`config.mk`:
```
export PLATFORM = sky130hd
export DESIGN_NAME = fmt_conv
export DESIGN_NICKNAME = d
export VERILOG_FILES = /design/src/rtl/fmt_conv.sv
export SDC_FILE = /design/constraint.sdc
export NUM_CORES = 1
export LEC_CHECK = 0
export ABC_AREA = 1
export ABC_CLOCK_PERIOD_IN_PS = 4600
export BUFFER_PORTS_ARGS = -buffer_cell sky130_fd_sc_hd__buf_2
export CAP_MARGIN = 20
export CORE_ASPECT_RATIO = 1.1
export CORE_UTILIZATION = 35
export DETAILED_ROUTE_END_ITERATION = 7
export HOLD_SLACK_MARGIN = 0.1
export SETUP_SLACK_MARGIN = 0.3
export SLEW_MARGIN = 5
export SYNTH_ARGS = -nofsm -noshare
export SYNTH_HDL_FRONTEND = slang
export SYNTH_SLANG_ARGS = --single-unit
```
`constraint.sdc`:
```
create_clock -name clk -period 4.6 [get_ports clk]
set_input_delay 1.38 -clock clk [delete_from_list [all_inputs] [get_ports clk]]
set_output_delay 1.38 -clock clk [all_outputs]
set_load 0.05 [all_outputs]
```
`src/rtl/fmt_conv.sv`:
```
module fmt_conv (
  input  logic        clk,
  input  logic        rst_n,
  input  logic        start,
  input  logic [2:0]  fmt,
  input  logic        dir,
  input  logic        done,
  output logic        busy,
  output logic        skip,
  input  logic        buf_in_valid,
  output logic        buf_in_ready,
  input  logic [31:0] buf_in_data,
  output logic        dsp_out_valid,
  input  logic        dsp_out_ready,
  output logic [23:0] dsp_out_data,
  input  logic        dsp_in_valid,
  output logic        dsp_in_ready,
  input  logic [23:0] dsp_in_data,
  output logic        buf_out_valid,
  input  logic        buf_out_ready,
  output logic [31:0] buf_out_data
);
  localparam logic [2:0] F_7B = 3'd0, F_16 = 3'd1, F_24H = 3'd2, F_32 = 3'd3, F_24L = 3'd6;

  logic        active, dir_r, full, phase;
  logic [2:0]  fmt_r;
  logic [31:0] cont;

  wire rsv  = (fmt_r == 3'd4) || (fmt_r == 3'd5) || (fmt_r == 3'd7);
  wire go   = active & ~rsv;
  wire is32 = (fmt_r == F_32);

  assign busy          = active;
  assign skip          = active & rsv;
  assign buf_in_ready  = go & ~dir_r & ~full;
  assign dsp_out_valid = go & ~dir_r & full;
  assign dsp_in_ready  = go & dir_r & ~full;
  assign buf_out_valid = go & dir_r & full;
  assign buf_out_data  = cont;

  always_comb begin
    case (fmt_r)
      F_7B:    dsp_out_data = {cont[7:0] | 8'h80, 16'h0};
      F_16:    dsp_out_data = {cont[15:0], 8'h0};
      F_24H:   dsp_out_data = cont[31:8];
      F_32:    dsp_out_data = phase ? {16'h0, cont[7:0]} : cont[31:8];
      F_24L:   dsp_out_data = cont[23:0];
      default: dsp_out_data = 24'h0;
    endcase
  end

  function automatic logic [31:0] pack(input logic [2:0] f, input logic [23:0] w);
    case (f)
      F_7B:    pack = {24'h0, w[23:16] | 8'h80};
      F_16:    pack = {16'h0, w[23:8]};
      F_24H:   pack = {w, 8'h0};
      default: pack = {8'h0, w};
    endcase
  endfunction

  always_ff @(posedge clk) begin
    if (!rst_n) begin
      active <= 1'b0;
      dir_r  <= 1'b0;
      fmt_r  <= 3'd0;
      full   <= 1'b0;
      phase  <= 1'b0;
      cont   <= 32'h0;
    end else if (!active) begin
      if (start) begin
        active <= 1'b1;
        fmt_r  <= fmt;
        dir_r  <= dir;
        full   <= 1'b0;
        phase  <= 1'b0;
      end
    end else if (done) begin
      active <= 1'b0;
      full   <= 1'b0;
      phase  <= 1'b0;
    end else begin
      if (buf_in_valid && buf_in_ready) begin
        cont  <= buf_in_data;
        full  <= 1'b1;
        phase <= 1'b0;
      end
      if (dsp_out_valid && dsp_out_ready) begin
        if (is32 && !phase) phase <= 1'b1;
        else begin
          full  <= 1'b0;
          phase <= 1'b0;
        end
      end
      if (dsp_in_valid && dsp_in_ready) begin
        if (is32 && !phase) begin
          cont[31:8] <= dsp_in_data;
          phase      <= 1'b1;
        end else if (is32) begin
          cont[7:0] <= dsp_in_data[7:0];
          full      <= 1'b1;
          phase     <= 1'b0;
        end else begin
          cont <= pack(fmt_r, dsp_in_data);
          full <= 1'b1;
        end
      end
      if (buf_out_valid && buf_out_ready) full <= 1'b0;
    end
  end
endmodule

```
* After elaboration in Yosys (flattened, before gate mapping)
Cells that the tools add are included.
Cells by class: equality and inequality tests 7, muxes and demuxes 29, bitwise logic cells 13, reduce and logical (&&, ||, !) cells 12
Operators by type and width (number):
- $pmux W24 S5 | 1
- $pmux W32 S3 | 1
- $mux W24 | 3
- $mux W32 | 2
- $mux W1 | 20
- $mux W8 | 2
- $eq A3 B3 Y1 const B | 4
- $and A1 B1 Y1 | 8
- $eq A3 B2 Y1 const B | 2
- $logic_and A1 B1 Y1 | 5
- $not A1 Y1 | 5
- $reduce_and A2 Y1 | 2
- $eq A3 B1 Y1 const B | 1
- $logic_not A3 Y1 | 1
- $logic_or A1 B1 Y1 | 2
- $reduce_bool A2 Y1 | 1
- $logic_not A1 Y1 | 1
Storage, ports and cells: bits in registers 39, bits of input ports 68, output and inout port bits 62, logic and storage cells 67

* Longest topological paths before layout
depth after elaboration 16, mapped depth 11, mapped depth without buffers 11

* Least setup slack after synthesis
Ideal clock, no wire load.
path type register to output, from register fmt_r[2], to output port dsp_out_data[16], data arrival time 2.266 ns, data required time 3.220 ns, path slack 0.954 ns, cell stages (with the launch flop) 9, path buffers 3, cells stage by stage dfxtp_1 > buf_6 > inv_1 > nand3_2 > nor2_1 > nor2_1 > buf_2 > buf_2 > o21ai_0
On the way: word-level cells in the longest chain between the ends 2, elaborated cells on any way between the ends 6, classes of those cells 4 x eq/ne; 1 x mux; 1 x reduce/logical
RTL lines:
- start, declared | line 26 | logic [2:0] fmt_r;
- start signal, assigned | line 72 | fmt_r <= fmt;
- $eq A3 B3 Y1 (tied with other cells) | line 42 | case (fmt_r)
- $pmux W24 S5 (*) | line 42
- end, declared | line 15 | output logic [23:0] dsp_out_data,
Mark *: on every way between the ends. The rest lies on a longest branch, timed or not.

* Worst setup path after layout
from register fmt_r[2], to output port dsp_out_data[11]
The elaborated chain is that of the path after synthesis.

==> results.md <==
* Die extent in y at 100.7 um
* Crit path max fanout at 14
* Sw power at 392.8 uW
* YS warnings at 0
* Seq cells post-synth at 39
* Post-route ant nets at 0
* Top post-synthesis cells by area: dfxtp_1 25%, nand2_1 13%, inv_1 9.8%, a21oi_1 9.1%, o21ai_0 8.4%
* Seq pwr share at 0.396
* Setup crit start kind: flip-flop
* DP HPWL at 9.446 mm
* Startpoint of the worst hold path: buf_out_data[2]
* Synth cell types at 26
* Worst-margin pin slew at 1.011 ns
* Final WL at 12.85 mm
* Hold path depth at 2
* Port buffer count at 129
* RePlAce Congestion at 0.9104
* RSZ-0062 raised after global routing: no
* Diode count at 0
* CP cell instances: inv_1, nand3_2, nor2_1, nor2_1, inv_2, nand2_1, a32oi_1, buf_2
* Core Rows at 35
* Yosys top cell by area: dfxtp_1
* Main synth FF type: dfxtp_1
* Drt pass-1 iters at 5
* H-tree depth at 2
* P&R area growth vs syn at 23.92%
* Die Footprint at 9229 sq um
* Clock transition at path regs at 0.09 ns
* Synth Cell Area at 3097 sq um
* Initial Util at 0.3645
* Asr flop ratio synth at 0
* GRT overflow at 0
* CTS Hold Bufs at 0
* Fillcell total at 976
* Arr. time, crit path at 2.59 ns
* # setup viols final at 0
* Lkg Pwr at 1.963 nW
* CP most frequent cell: nor2_1
* Crit Path Category: flip-flop to output pin
* Initial antenna violation count at 0
* Mapped Cells at 523
* Mean post-synth cell area at 5.921 sq um
* Max stage delay on crit path at 0.42 ns
* Clock buffer depth at 2
* Die X at 91.69 um
* Pwr Total at 945.8 uW
* Vias in the first global route at 3736
* Final cycle utilization of the critical path at 0.8626
* Post-synth EDFFs at 0
* R2R Path Start: fmt_r[0]
* Clock power share at 0.256
* Via/cell ratio at 5.433
* Sequential area share after synthesis at 0.2521
* Clock skew at 0.01557 ns
* CTS Sinks at 39
* Drt drc at 0
* Cell area after layout at 3837 sq um
* Power Density at 246.5 nW/um^2
* Number of setup buffers added after CTS at 0
* Core area at 8496 sq um
* Setup slack after layout at 0.6319 ns
* Required time worst endpoint at 3.22 ns
* Outcome: complete, no violations
* Final count of hold timing violations at 0
* Pint at 553.0 uW
* Slew margin rel. at 0.3238
* Achievable Freq at 0.2520 GHz
* Reg-to-reg critical path endpoint: buf_out_data[12]
* Maxcap violations at 0
* DR WL/cell at 17.30 um
* Sw Share at 0.4153
* Iter 0 DRT Violations at 400
* Syn nets at 591
* Most common cell in the netlist: nand2_1
* Layout cells sized above 1 at 0.2500
* Final min period at 3.968 ns
* Crit end category: output pin
* Max Slew Vio Count at 0
* Commonest cells in the netlist: 110 x nand2_1, 81 x inv_1, 56 x a21oi_1, 52 x o21ai_0, 39 x dfxtp_1
* Root Driver: clkbuf_8
* Peak supply drop at 0.0001081 V
* Total track usage at 0.2792
* Slowest CP cell: dfxtp_1
* Placed cell area at 3752 sq um
* Hold Path Sink: buf_out_data[2]
* Number of CTS-inserted buffers at 5
* Post-CTS sizing at 0
* DP Worst Slack at 1.054 ns
* Worst hold margin at 0.5264 ns
* NumNets Final at 699
* Largest net degree at the start of global routing at 54
* R2R cell count at 11
* Clock latency on the worst-skew pair at 0.30 ns
* R2R setup slack at 2.07 ns
* Vias post-DR at 4037
* Gate power share at 0.349
* I/O Pins at 130
* Worst Hold Class: flip-flop to flip-flop
* Yosys top cell area share at 0.2521
* Setup TNS at 0 ns
* CTS tree: built
* First-pass GRT wire length at 20.04 mm
==> power by group through the flow <==
stage	sequential, mW	combinational [mW]	clock, mW
floorplan	0.423	0.183	0
global placement	0.382	0.324	0
detailed placement	0.382	0.326	0
CTS	0.374	0.327	0.247
global route	0.377	0.356	0.261
finish	0.374	0.330	0.242
==> stage by stage <==
stage / instances / util
after floorplan: 523 / -
after global placement: 735 / 0.4417
after detailed placement: 735 / 0.4417
after CTS: 743 / 0.4517
after global routing: 743 / 0.4517
final: 743 / 0.4517
==> state kept, by name (all words and copies together) (netlist names) <==
register      count
phase             1
fmt_r             3
busy              1
full              1
buf_out_data     32
dir_r             1
==> kinds of logic after synthesis <==
| family | synth area share |
|---|---|
| flip-flops | 0.2521 |
| AO/OA/AOI/OAI | 0.3281 |
| buffers and inverters | 0.1539 |
| AND/OR/NAND/NOR | 0.2659 |
==> layer usage <==
metal  track usage  part of all wire  up-vias
li1              -                 -     1969
met1        0.3751              0.44     1871
met2        0.4754              0.48      182
met3       0.03243             0.065       15
met4       0.07082             0.017        0
met5             0                 0        -
==> layout by cell type, fill, tap and decap left out, types with 3 or more instances in the layout <==
master / netlist / layout
dfxtp_1: 39 / 39
o211ai_1: 26 / 26
nor2_1: 36 / 35
nand2_2: 6 / 6
buf_4: 4 / 4
clkbuf_8: 0 / 5
nand3_2: 3 / 3
inv_1: 81 / 81
o21ai_0: 52 / 52
o221ai_1: 8 / 8
nor2_2: 2 / 3
a21oi_1: 56 / 56
o2111ai_1: 3 / 3
buf_2: 15 / 129
o22ai_1: 24 / 24
nand3_1: 32 / 32
inv_2: 3 / 3
nand2_1: 110 / 110
==> final cells by class <==
class	instances	area, sq um	share of cell area
clock buffers	6	72.57	0.01891
clock inverters	2	12.51	0.003261
inverters	84	315.3	0.08216
multi-input cells	368	1842	0.4799
flip-flops and latches	39	780.7	0.2035
well taps	111	138.9	0.03619
repair buffers	133	675.6	0.1761
==> critical path: cells and delay by family, from the launching register on <==
family | cells | cell delay (ns)
AOI/OAI and AO/OA | 1 | 0.31
buffers and inverters | 3 | 0.93
DFF | 1 | 0.42
and+or+nand+nor | 4 | 0.61
==> how the worst max path moves through the flow <==
| stage | slack [ns] | start | endpoint | depth (start not counted) |
|---|---|---|---|---|
| 2_1_floorplan | 0.95 | fmt_r[2] | dsp_out_data[16] | 8 |
| 3_3_place_gp | 1.11 | fmt_r[2] | dsp_out_data[11] | 8 |
| 3_5_place_dp | 1.05 | fmt_r[2] | dsp_out_data[11] | 8 |
| 4_1_cts | 0.71 | fmt_r[2] | dsp_out_data[11] | 8 |
| 5_1_grt | 0.50 | fmt_r[2] | dsp_out_data[11] | 8 |
| 6_report | 0.63 | fmt_r[2] | dsp_out_data[11] | 8 |
No activity file was read; power rests on OpenSTA's default activity.
